--- src/rtl/swp_pkg.sv ---
package swp_pkg;
  parameter int ADDR_W = 13;
  parameter int DATA_W = 8;

  localparam logic [ADDR_W-1:0] CA_HI = 13'h1555;
  localparam logic [ADDR_W-1:0] CA_LO = 13'h0AAA;
  localparam logic [DATA_W-1:0] CD_LEAD  = 8'hAA;
  localparam logic [DATA_W-1:0] CD_ECHO  = 8'h55;
  localparam logic [DATA_W-1:0] CD_LOCK  = 8'hA0;
  localparam logic [DATA_W-1:0] CD_ERASE = 8'h80;
  localparam logic [DATA_W-1:0] CD_FREE  = 8'h20;

  typedef enum logic [2:0] {
    SQ_IDLE, SQ_LEAD, SQ_ECHO, SQ_ERASE, SQ_LEAD2, SQ_ECHO2
  } seq_e;

  typedef struct packed {
    seq_e nxt;
    logic cmd;
    logic unl;
    logic dis;
  } step_t;

  function automatic logic pair_is(logic [ADDR_W-1:0] a, logic [DATA_W-1:0] d,
                                   logic [ADDR_W-1:0] ea, logic [DATA_W-1:0] ed);
    return (a == ea) && (d == ed);
  endfunction

  // Restart rule: a mismatch falls back to idle unless it is itself a lead step.
  function automatic step_t restart(logic [ADDR_W-1:0] a, logic [DATA_W-1:0] d);
    step_t s;
    s = '{nxt: SQ_IDLE, cmd: 1'b0, unl: 1'b0, dis: 1'b0};
    if (pair_is(a, d, CA_HI, CD_LEAD)) begin
      s.nxt = SQ_LEAD;
      s.cmd = 1'b1;
    end
    return s;
  endfunction

  function automatic step_t seq_step(seq_e cur, logic [ADDR_W-1:0] a, logic [DATA_W-1:0] d);
    step_t s;
    s = restart(a, d);
    case (cur)
      SQ_LEAD:  if (pair_is(a, d, CA_LO, CD_ECHO)) s = '{nxt: SQ_ECHO, cmd: 1'b1, unl: 1'b0, dis: 1'b0};
      SQ_ECHO: begin
        if (pair_is(a, d, CA_HI, CD_LOCK))       s = '{nxt: SQ_IDLE, cmd: 1'b1, unl: 1'b1, dis: 1'b0};
        else if (pair_is(a, d, CA_HI, CD_ERASE)) s = '{nxt: SQ_ERASE, cmd: 1'b1, unl: 1'b0, dis: 1'b0};
      end
      SQ_ERASE: if (pair_is(a, d, CA_HI, CD_LEAD)) s = '{nxt: SQ_LEAD2, cmd: 1'b1, unl: 1'b0, dis: 1'b0};
      SQ_LEAD2: if (pair_is(a, d, CA_LO, CD_ECHO)) s = '{nxt: SQ_ECHO2, cmd: 1'b1, unl: 1'b0, dis: 1'b0};
      SQ_ECHO2: if (pair_is(a, d, CA_HI, CD_FREE)) s = '{nxt: SQ_IDLE, cmd: 1'b1, unl: 1'b0, dis: 1'b1};
      default: ;
    endcase
    return s;
  endfunction
endpackage

--- src/rtl/swp_matcher.sv ---
module swp_matcher
  import swp_pkg::*;
(
  input  logic              clk,
  input  logic              rst_n,
  input  logic              ld_valid,
  input  logic [ADDR_W-1:0] ld_addr,
  input  logic [DATA_W-1:0] ld_data,
  input  logic              listen,
  input  logic              abort,
  output logic              cmd_hit,
  output logic              unlock_done,
  output logic              disable_done,
  output logic              idle
);
  seq_e  state_q, state_eff, state_d;
  step_t step;
  logic  take;

  assign state_eff = abort ? SQ_IDLE : state_q;
  assign take      = ld_valid && listen;
  assign step      = seq_step(state_eff, ld_addr, ld_data);

  assign cmd_hit      = take && step.cmd;
  assign unlock_done  = take && step.unl;
  assign disable_done = take && step.dis;
  assign idle         = (state_q == SQ_IDLE);

  always_comb begin
    state_d = state_eff;
    if (take) state_d = step.nxt;
  end

  always_ff @(posedge clk or negedge rst_n) begin
    if (!rst_n) state_q <= SQ_IDLE;
    else        state_q <= state_d;
  end

  // a timeout with no load leaves the matcher idle
  a_r7_abort_idle: assert property (@(posedge clk) disable iff (!rst_n)
    abort && !ld_valid |=> idle);
  // a load that is not a command step leaves the matcher idle
  a_r6_miss_idle: assert property (@(posedge clk) disable iff (!rst_n)
    take && !cmd_hit |=> idle);
endmodule

--- src/rtl/swp_guard.sv ---
module swp_guard (
  input  logic clk,
  input  logic rst_n,
  input  logic tmo,
  input  logic ld_valid,
  input  logic cmd_hit,
  input  logic unlock_done,
  input  logic disable_done,
  output logic listen,
  output logic wr_accept,
  output logic wr_permit,
  output logic prot_on
);
  // Non-volatile flag: factory value via initialiser, untouched by rst_n.
  logic prot_q = 1'b0;
  logic auth_q, open_q;
  logic auth_eff, open_eff;

  assign auth_eff  = auth_q && !tmo;
  assign open_eff  = open_q && !tmo;
  assign listen    = !auth_eff && !open_eff;
  assign wr_accept = ld_valid && !cmd_hit && (!prot_q || auth_eff);
  assign wr_permit = !prot_q || auth_q;
  assign prot_on   = prot_q;

  always_ff @(posedge clk) begin
    if (unlock_done)       prot_q <= 1'b1;
    else if (disable_done) prot_q <= 1'b0;
  end

  always_ff @(posedge clk or negedge rst_n) begin
    if (!rst_n) begin
      auth_q <= 1'b0;
      open_q <= 1'b0;
    end else begin
      auth_q <= auth_eff || unlock_done;
      open_q <= open_eff || wr_accept;
    end
  end

  a_r2_unlock_sets: assert property (@(posedge clk) disable iff (!rst_n)
    unlock_done |=> prot_on && wr_permit);
  a_r5_release_clears: assert property (@(posedge clk) disable iff (!rst_n)
    disable_done |=> !prot_on);
  a_r3_blocked: assert property (@(posedge clk) disable iff (!rst_n)
    !wr_permit |-> !wr_accept);
  a_r4_auth_ends: assert property (@(posedge clk) disable iff (!rst_n)
    tmo && !ld_valid && prot_on |=> !wr_permit);
  a_r8_flag_kept: assert property (@(posedge clk) disable iff (!rst_n)
    !unlock_done && !disable_done |=> $stable(prot_on));
endmodule

--- src/rtl/swp_seq.sv ---
module swp_seq
  import swp_pkg::*;
(
  input  logic              clk,
  input  logic              rst_n,
  input  logic              ld_valid,
  input  logic [ADDR_W-1:0] ld_addr,
  input  logic [DATA_W-1:0] ld_data,
  input  logic              blc_timeout,
  output logic              wr_accept,
  output logic              wr_permit,
  output logic              prot_on
);
  logic listen, cmd_hit, unlock_done, disable_done, m_idle;

  swp_matcher u_match (
    .clk(clk), .rst_n(rst_n), .ld_valid(ld_valid), .ld_addr(ld_addr),
    .ld_data(ld_data), .listen(listen), .abort(blc_timeout),
    .cmd_hit(cmd_hit), .unlock_done(unlock_done),
    .disable_done(disable_done), .idle(m_idle)
  );

  swp_guard u_guard (
    .clk(clk), .rst_n(rst_n), .tmo(blc_timeout), .ld_valid(ld_valid),
    .cmd_hit(cmd_hit), .unlock_done(unlock_done), .disable_done(disable_done),
    .listen(listen), .wr_accept(wr_accept), .wr_permit(wr_permit),
    .prot_on(prot_on)
  );

  // a consumed command step never reaches the page buffer
  a_r2_cmd_not_stored: assert property (@(posedge clk) disable iff (!rst_n)
    cmd_hit |-> !wr_accept);
  // the matcher is silent once a window holds data
  a_r9_silent_in_page: assert property (@(posedge clk) disable iff (!rst_n)
    !listen |-> !cmd_hit);
endmodule

--- config.mk ---
export PLATFORM = sky130hd
export DESIGN_NAME = swp_seq
export DESIGN_NICKNAME = d
export VERILOG_FILES = /design/src/rtl/swp_pkg.sv /design/src/rtl/swp_matcher.sv /design/src/rtl/swp_guard.sv /design/src/rtl/swp_seq.sv
export SDC_FILE = /design/constraint.sdc
export NUM_CORES = 1
export LEC_CHECK = 0
export ABC_AREA = 1
export BUFFER_PORTS_ARGS = -buffer_cell sky130_fd_sc_hd__clkbuf_2
export CAP_MARGIN = 20
export CORE_ASPECT_RATIO = 0.8
export CORE_MARGIN = 2
export CORE_UTILIZATION = 25
export CTS_CLUSTER_SIZE = 24
export DETAILED_ROUTE_END_ITERATION = 10
export PLACE_DENSITY = 0.43
export SETUP_SLACK_MARGIN = 0.2
export SYNTH_ARGS = -nofsm -noshare
export SYNTH_HDL_FRONTEND = slang
export SYNTH_SLANG_ARGS = --single-unit
--- constraint.sdc ---
create_clock -name clk -period 2.35 [get_ports clk]
set_input_delay 0.47 -clock clk [delete_from_list [all_inputs] [get_ports clk]]
set_output_delay 0.47 -clock clk [all_outputs]
set_load 0.01 [all_outputs]
==> impl_metrics.csv, run 1 <==
group,metric,value,unit
final_layout,postLayoutCellArea,1330,µm²
power_and_ir_drop,p_sw_share,28.3,%
global_route,track_usage,12.0,%
power_and_ir_drop,share_comb_of_total_power,28.4,%
setup_path,start_kind,"primary input",
setup_path,worstPathRequired,1.88,ns
final_layout,diodes,0,
final_layout,seq_area,146,µm²
placement,gp_congestion,0.833,
power_and_ir_drop,ir_worst_vdd,213,µV
sta,finalSetupTns,0,ns
final_layout,multi_input_area,699,µm²
sta,worst_pin_slew,0.410,ns
floorplanning,start_util,26.6,%
sta,fin_crit,2.10,ns
floorplanning,rows,18,
synth,ys_ff_latch,6,
final_layout,layout.nets,214,
sta,setup_violations,0,
clocking,clkTransAtPathRegs,0.04,ns
clocking,clk-insertion-delay-late,0.23,ns
power_and_ir_drop,p_switching,0.107,mW
clocking,cts_hold_buffers,0,
sta,slew_violations,0,
clocking,htree_num_levels,1,
floorplanning,die-area,3840,µm²
floorplanning,die_h,55.8,µm
drt,remaining_drc_errors,0,
global_route,overflow,0,
floorplanning,design.core.area,3150,µm²
power_and_ir_drop,power_frac_clock,43.7,%
clocking,cts.sinks,6,
final_layout,drive_above_1_share,50.5,%
global_route,grt_pass1_vias,892,
global_route,grt_max_degree,6,
setup_path,r2r_end,"u_guard.open_q",
power_and_ir_drop,leakagePower,0.651,nW
power_and_ir_drop,p_total,0.377,mW
final_layout,fin_util,42.1,%
floorplanning,io_pins,28,
synth,ys_warn_count,0,
synth,yosysTopAreaCell,"nand2_1",
synth,synth_top_area_share,19.3,%
setup_path,ff2ff_path_depth,9,
synth,synth_area_leaders,"nand2_1, dfrtp_1, inv_1",
setup_path,critPathKind,"primary input to primary output",
setup_path,r2r-start,"u_match.state_q[1]",
run,cap_viol_max_count,0,
synth,synthArstFlopShare,83.3,%
clocking,clockBufferDepth,2,
sta,relSlewSlack,72.5,%
placement,io_buffers,27,
global_route,antenna_found_initial,0,
setup_path,end_kind,"primary output",
power_and_ir_drop,seqPwrFrac,27.9,%
floorplanning,dieWidth,68.7,µm
power_and_ir_drop,p_per_area,284,nW/µm²
synth,synth_cells,150,
drt,antenna_left,0,
power_and_ir_drop,internal-power,0.270,mW
sta,hold_viol_final,0,
clocking,cts_buffers,3,
sta,period_share,89.3,%
drt,drt_wl_total,2310,µm
synth,synth_ff_type,"dfrtp_1",
placement,dpl_cell_area,1030,µm²
synth,synth_area,838,µm²
clocking,cts_tree,"done",
run_status,status,"finished, final reports clean",
placement,hpwl,1840,µm
drt,post_drt_wl_per_cell,10.1,µm
synth,yosysUniqueCellTypes,24,
drt,drtIter0Drc,41,
drt,first_pass_iters,5,
clocking,cts-root-buf,"clkbuf_8",
drt,vias,1023,
synth,synth_edf_count,0,
global_route,grt_pass1_wl,3650,µm
setup_path,worstPathMaxFanout,3,
synth,synth_nets,175,
sta,rsz0062_at_grt,"yes",
synth,seq_area_frac_synth,17.3,%
setup_path,reg2reg_slack,1.02,ns
sta,finClkSkew,0.00406,ns
drt,via_per_inst,4.49,
sta,clock.fmax,477,MHz
final_layout,area_growth,58.2,%
sta,whs,0.0584,ns
setup_path,cp_data_arrival_time,1.63,ns
final_layout,fillers,355,
synth,postSynthAreaPerCell,5.59,µm²
worst_hold_path,hp-class,"primary input to async pin",
## Yosys cell counts, types with 2 or more instances
cell type   n
dfrtp_1     5
nor2_2      3
inv_2       6
o21ai_0     5
inv_1      28
nand2_2     5
nand3_1    10
nand2_1    43
nand4_1     4
nor2_4      5
a21oi_1     2
nor2_1     20
nor3_1      3
## per-layer routing
layer,GRT usage [%],up-vias,wire [µm]
li1,-,535,-
met1,18.4,462,1140
met2,17.4,26,1050
met3,3.04,0,124
met4,0.840,0,0
met5,0,-,0
## what timing repair did
item | in CTS | in global routing
endpoints found under the setup margin | 0 | 1
setup buffers | 0 | 6
gates resized for setup | 0 | 79
## registers in the layout, summed over array words and instances, names as in the netlist
name,flops
u_guard.open_q,1
u_guard.prot_on,1
u_match.state_q,3
u_guard.auth_q,1
## power groups by stage
stage	clock network [mW]	logic (mW)	registers [mW]
final	0.165	0.107	0.105
after global routing	0.176	0.118	0.105
after CTS	0.167	0.0740	0.105
after detailed placement	0	0.0738	0.106
after global placement	0	0.0726	0.106
after floorplan	0	0.0361	0.106
## worst max-delay path, stage by stage
cell and delay [ns]:
clkbuf_2 0.11, or2_4 0.26, nor3_4 0.21, o21ai_2 0.08, nand2_1 0.06, nand2_1 0.04
nand3_1 0.09, nand2_1 0.05, nand2_1 0.08, inv_1 0.04, buf_2 0.13
## logic make-up after synthesis
| kind of cell | count (synthesis) | share of synthesized area, % |
|---|---|---|
| buf+inv | 34 | 15.2 |
| simple gates | 99 | 60.0 |
| flops | 6 | 17.3 |
| compound gates | 11 | 7.46 |
## layout make-up
class	count	area share (%)
clock buffers	4	3.40
inverters	34	10.0
multi-input cells	110	52.7
flip-flops and latches	6	11.0
well taps	40	3.77
repair buffers	34	19.1
## worst max-delay path by stage
| stage | start | endpoint | cells past startpoint |
|---|---|---|---|
| floorplan | ld_addr[3] | wr_accept | 12 |
| global placement | ld_data[0] | wr_accept | 14 |
| detailed placement | ld_addr[3] | wr_accept | 14 |
| CTS | ld_addr[3] | wr_accept | 14 |
| global route | ld_data[3] | wr_accept | 14 |
| finish | ld_data[4] | wr_accept | 11 |
## cell usage in the layout, fill, tap and decap left out, drive strengths merged, types with 2 or more instances in the layout
master / synthesis / layout
clkbuf: 0 / 17
nand3: 12 / 12
dfrtp: 5 / 5
a21oi: 2 / 2
nor2: 28 / 28
nand4: 4 / 4
nand2: 48 / 48
buf: 0 / 21
o21ai: 7 / 7
inv: 34 / 34
nor3: 4 / 4
## metrics by stage
step | setup WS (ns) | std cells
final | 0.252 | 228
after global routing | 0.117 | 228
after CTS | 0.224 | 222
after detailed placement | 0.226 | 218
after global placement | 0.209 | 218
after floorplan | 0.553 | 150
(Power assumes the default switching activity.)
==> inputs of run 2 (changes only) <==
- CORE_UTILIZATION: 25 -> 48
- PLACE_DENSITY: 0.43 -> 0.75
- clock period: 2.35 -> 2.02 ns (I/O delays scaled with it)
==> run 2 against run 1 <==
Effect of this change: worst hold slack improved by 0.41 ns; first-iteration DRC count decreased by 66%; clock skew increased by 0.0093 ns; the flow now finishes with violations (setup timing); highest routed layer is now met4; largest power group unchanged; largest cell class unchanged; global-route usage rose by 12 points; sequential cell count is the same.
==> impl_metrics.csv, run 2 (synthesis results as in run 1) <==
group,metric,value,unit
setup_path,ff2ff_path_depth,12,
setup_path,worstPathRequired,1.62,ns
clocking,clkTransAtPathRegs,0.06,ns
final_layout,area_growth,42.4,%
setup_path,cp_top_family,"compound AO/OA/AOI/OAI gates",
run_status,violations,"setup timing",
sta,hold_viol_final,0,
sta,worst_pin_slew,0.305,ns
drt,drtIter0Drc,14,
sta,finClkSkew,0.0133,ns
final_layout,layout.nets,218,
setup_path,end_kind,"primary output",
clocking,clk-insertion-delay-late,0.26,ns
setup_path,critPathKind,"register to primary output",
global_route,antenna_found_initial,0,
setup_path,critPathLaunch,"u_match.state_q[0]",
setup_path,path_cells,"o21ai_2 > buf_4 > o21ai_4 > inv_1 > a21oi_2 > nand2_1 > nand2_1 > inv_1 > buf_2",
global_route,grt_max_degree,6,
floorplanning,die-area,2100,µm²
clocking,clockBufferDepth,2,
setup_path,reg2reg_slack,0.44,ns
floorplanning,start_util,51.5,%
global_route,grt_pass1_wl,3610,µm
final_layout,drive_above_1_share,44.3,%
worst_hold_path,hp-class,"primary input to register",
global_route,track_usage,24.3,%
floorplanning,design.core.area,1630,µm²
sta,clock.fmax,490,MHz
final_layout,largest_register_ff_count,3,
setup_path,start_kind,"register",
drt,vias,1039,
floorplanning,dieWidth,50.7,µm
setup_path,r2r-start,"u_match.state_q[0]",
drt,post_drt_wl_per_cell,11.3,µm
power_and_ir_drop,p_per_area,292,nW/µm²
setup_path,slowest_delay,0.41,ns
sta,finalSetupTns,-0.0190,ns
final_layout,final_cell_mix,"nand2_1, clkbuf_2, inv_1",
drt,antenna_left,0,
sta,fin_crit,2.04,ns
run_status,status,"finished with violations",
sta,setup_violations,1,
placement,io_buffers,27,
sta,period_share,101,%
final_layout,diodes,0,
setup_path,r2r_end,"u_match.state_q[0]",
power_and_ir_drop,leakagePower,0.621,nW
setup_path,worstPathMaxFanout,4,
clocking,cts-root-buf,"clkbuf_4",
setup_path,cp.buffers_inverters,4,
setup_path,slowest_stage,"dfrtp_1",
final_layout,top_register,"u_match.state_q",
clocking,htree_num_levels,1,
sta,relSlewSlack,79.5,%
setup_path,cp_data_arrival_time,1.63,ns
final_layout,final_common_cell,"nand2_1",
drt,first_pass_iters,4,
placement,place_ws,-0.00296,ns
clocking,cts_tree,"done",
worst_hold_path,hp-start,"ld_valid",
sta,timing.final.ws_setup,-0.0190,ns
worst_hold_path,hold_path_end,"u_guard.open_q",
sta,rsz0062_at_grt,"yes",
drt,via_per_inst,4.86,
sta,slew_violations,0,
floorplanning,die_h,41.4,µm
placement,hpwl,1780,µm
drt,drt_wl_total,2410,µm
clocking,cts_buffers,3,
global_route,grt_pass1_vias,887,
clocking,cts.sinks,6,
floorplanning,io_pins,28,
drt,remaining_drc_errors,0,
floorplanning,rows,13,
placement,gp_congestion,0.859,
worst_hold_path,hold_depth,5,
run,cap_viol_max_count,0,
power_and_ir_drop,ir_worst_vdd,256,µV
global_route,overflow,0,
run 2: cell types whose count changed in the layout (fill, tap and decap cells not counted), sizes merged:
cell,before,now
clkbuf,17,30
buf,21,11
dlygate4sd3,0,1
run 2: area by class of cell:
cell class	count	area (µm²)
inverter	34	128
sequential	6	145
multi-input combinational	110	647
tap	22	27.5
clock buffer	4	26.3
timing repair buffer	38	220
fill	139	433
run 2: layer usage:
| metal | wire length [µm] | up-vias | GRT usage [%] |
|---|---|---|---|
| li1 | - | 550 | - |
| met1 | 1030 | 456 | 28.6 |
| met2 | 1220 | 29 | 48.0 |
| met3 | 129 | 4 | 4.29 |
| met4 | 30 | 0 | 5.41 |
| met5 | 0 | - | 0 |
run 2: where the power goes:
group	total, mW	internal [mW]	switching [mW]
sequential	0.122	0.121	0.000369
combinational	0.0961	0.0379	0.0582
clock	0.130	0.0756	0.0549
total	0.348	0.235	0.113
run 2: worst max path at each step:
stage                           end  slack, ns  depth (start not counted)
final                     wr_accept      -0.02                          9
after detailed placement  wr_accept     -0.003                         14
after global routing      wr_accept      -0.12                         15
after CTS                 wr_accept       0.04                         10
after global placement    wr_accept       0.05                         14
after floorplan           wr_accept       0.36                         12
run 2: worst reg2reg max path, stage by stage (launching register included):
cell and delay (ns):
dfrtp_1 0.42, nand2_2 0.12, nor2_2 0.04, inv_1 0.09
nor2_2 0.06, buf_4 0.13, buf_4 0.12, nand2_1 0.06
nand2_1 0.06, nand2_1 0.06, nand3_1 0.06, o21ai_0 0.16
nand2_1 0.08
run 2: repair_timing:
item,4_1_cts,5_1_grt
resized for setup,11,17
buffers inserted,4,3
setup endpoints to repair,1,1
hold endpoints to repair,5,0
hold buffers,1,0
pin swaps,5,9
run 2: through the flow:
| stage | cell area, µm² | total power, mW | hold WS [ns] | instances | utilization [%] |
|---|---|---|---|---|---|
| 2_1_floorplan | 838 | 0.166 | 0.108 | 150 | - |
| 3_3_place_gp | 1020 | 0.206 | 0.226 | 202 | 62.9 |
| 3_5_place_dp | 1020 | 0.210 | 0.236 | 202 | 62.9 |
| 4_1_cts | 1120 | 0.344 | 0.473 | 211 | 68.8 |
| 5_1_grt | 1190 | 0.371 | 0.513 | 214 | 73.4 |
| 6_report | 1190 | 0.348 | 0.467 | 214 | 73.4 |
==> inputs of run 3 (changes only) <==
==> constraint.sdc (replaced) <==
create_clock -name clk -period 2.02 [get_ports clk]
set_input_delay 0.303 -clock clk [delete_from_list [all_inputs] [get_ports clk]]
set_output_delay 0.303 -clock clk [all_outputs]
set_load 0.01 [all_outputs]
==> run 3 against run 2 <==
Effect of this change: the run now ends clean; first-iteration DRC count rose by 100%; register-to-register slack improved by 0.18 ns; die area did not move; largest power group unchanged; highest routed layer unchanged; largest cell class unchanged.
==> impl_metrics.csv, run 3 (synthesis results as in run 1) <==
group,metric,value,unit
run_status,status,"finished, final reports clean",
power_and_ir_drop,p_switching,0.100,mW
clocking,htree_num_levels,1,
floorplanning,dieWidth,50.7,µm
global_route,overflow,0,
power_and_ir_drop,ir_worst_vdd,296,µV
power_and_ir_drop,p_per_area,300,nW/µm²
sta,timing.final.ws_setup,0.127,ns
placement,placed_cells,199,
setup_path,cp.buffers_inverters,2,
final_layout,final_common_cell,"nand2_1",
setup_path,start_kind,"register",
floorplanning,die-area,2100,µm²
setup_path,cp_data_arrival_time,1.59,ns
sta,relSlewSlack,70.8,%
setup_path,cp_common_cell,"nand2_1",
placement,gp_congestion,0.919,
final_layout,top_register,"u_match.state_q",
drt,vias,995,
final_layout,stdcell_count,208,
floorplanning,start_util,51.5,%
clocking,clockBufferDepth,2,
final_layout,drive_above_1_share,37.6,%
drt,wl_met2,995,µm
final_layout,fillers,156,
drt,top_layer,"met4",
global_route,antenna_found_initial,0,
power_and_ir_drop,seqPwrFrac,36.7,%
sta,fin_crit,1.89,ns
sta,worst_pin_slew,0.435,ns
final_layout,final_cell_mix,"nand2_1, clkbuf_2, inv_1",
setup_path,slowest_delay,0.41,ns
global_route,grt_pass1_wl,3130,µm
sta,clock.fmax,528,MHz
global_route,grt_pass1_vias,777,
clocking,cts_buffers,3,
drt,met3_length,90,µm
sta,finClkSkew,0.00900,ns
setup_path,cp_top_family,"simple AND/OR/NAND/NOR gates",
setup_path,critPathKind,"register to primary output",
setup_path,end_kind,"primary output",
floorplanning,io_pins,28,
clocking,clkTransAtPathRegs,0.05,ns
drt,post_drt_wl_per_cell,10.2,µm
placement,hpwl,1690,µm
floorplanning,rows,13,
floorplanning,die_h,41.4,µm
setup_path,slowest_stage,"dfrtp_1",
clocking,cts_tree,"done",
final_layout,fin_util,68.2,%
final_layout,layout.nets,212,
clocking,cts.sinks,6,
final_layout,diodes,0,
drt,antenna_left,0,
global_route,grt_max_degree,6,
sta,hold_viol_final,0,
global_route,track_usage,20.3,%
worst_hold_path,hp-class,"primary input to register",
sta,finalSetupTns,0,ns
drt,drt_wl_total,2120,µm
final_layout,largest_register_ff_count,3,
drt,drtIter0Drc,28,
drt,remaining_drc_errors,0,
final_layout,area_growth,32.2,%
drt,wl_met1,1010,µm
clocking,cts-root-buf,"clkbuf_4",
power_and_ir_drop,p_sw_share,30.2,%
sta,period_share,93.7,%
placement,io_buffers,27,
sta,rsz0062_at_grt,"yes",
placement,place_ws,0.235,ns
placement,dpl_cell_area,1000,µm²
power_and_ir_drop,leakagePower,0.585,nW
power_and_ir_drop,power_frac_clock,36.9,%
power_and_ir_drop,share_comb_of_total_power,26.4,%
sta,setup_violations,0,
final_layout,postLayoutCellArea,1110,µm²
power_and_ir_drop,internal-power,0.232,mW
setup_path,worstPathRequired,1.72,ns
setup_path,path_cells,"nand2_1 > nor3_1 > nand2_1 > nand3_1 > nand2_1 > nand2_1 > inv_1 > clkbuf_2",
drt,via_per_inst,4.78,
clocking,clk-insertion-delay-late,0.25,ns
sta,slew_violations,0,
drt,first_pass_iters,5,
setup_path,worstPathMaxFanout,4,
floorplanning,design.core.area,1630,µm²
run,cap_viol_max_count,0,
[run 3: changes by cell type in the layout (fill, tap and decap cells not counted), sizes merged]
cell,delta
clkbuf,+1
buf,-7
[run 3: path summary, 6_finish.rpt]
check	startpoint	endpoint	slack, ns	depth (start not counted)
worst max-delay path	u_match.state_q[1]	wr_accept	0.13	8
worst min register to register	u_guard.open_q	u_guard.open_q	0.48	2
worst min-delay path	ld_valid	u_guard.open_q	0.38	5
worst max register to register	u_match.state_q[1]	u_match.state_q[1]	0.62	6
max in group asynchronous	rst_n	u_match.state_q[2]	1.41	2
min in group asynchronous	rst_n	u_match.state_q[0]	0.44	2
[run 3: repair_timing]
| item | CTS | global route |
|---|---|---|
| setup buffers | 0 | 4 |
| gates resized for setup | 1 | 14 |
| hold endpoints to repair | 5 | 0 |
| pin swaps | 0 | 2 |
| hold buffers | 1 | 0 |
| endpoints found under the setup margin | 1 | 1 |
[run 3: layout make-up]
class	instances	area [µm²]	share of cell area, %
inverters	34	128	11.5
well taps	22	27.5	2.48
multi-input cells	110	606	54.6
repair buffers	32	175	15.8
flip-flops and latches	6	146	13.2
clock buffers	4	26.3	2.37
[run 3: per-stage QoR]
step | hold WS, ns | power [mW]
2_1_floorplan | 0.00741 | 0.166
3_3_place_gp | 0.124 | 0.206
3_5_place_dp | 0.134 | 0.208
4_1_cts | 0.377 | 0.335
5_1_grt | 0.406 | 0.359
6_report | 0.382 | 0.332
[run 3: power groups by stage]
stage	Sequential [mW]	Combinational, mW	Clock [mW]
6_report	0.122	0.0877	0.123
3_3_place_gp	0.124	0.0820	0
2_1_floorplan	0.124	0.0420	0
3_5_place_dp	0.124	0.0846	0
4_1_cts	0.122	0.0865	0.127
5_1_grt	0.122	0.0987	0.138
[run 3: routing by layer]
metal | global-route usage, % | vias up
li1 | - | 535
met1 | 26.8 | 423
met2 | 37.2 | 33
met3 | 4.29 | 4
met4 | 0 | 0
met5 | 0 | -
[run 3: worst reg2reg max path, cell delays in order, from the launching register on]
cell     delay [ns]
dfrtp_1        0.41
nand2_1        0.10
nor3_1         0.36
nand2_1        0.15
o22ai_1        0.16
nand2_1        0.07
o21ai_0        0.07
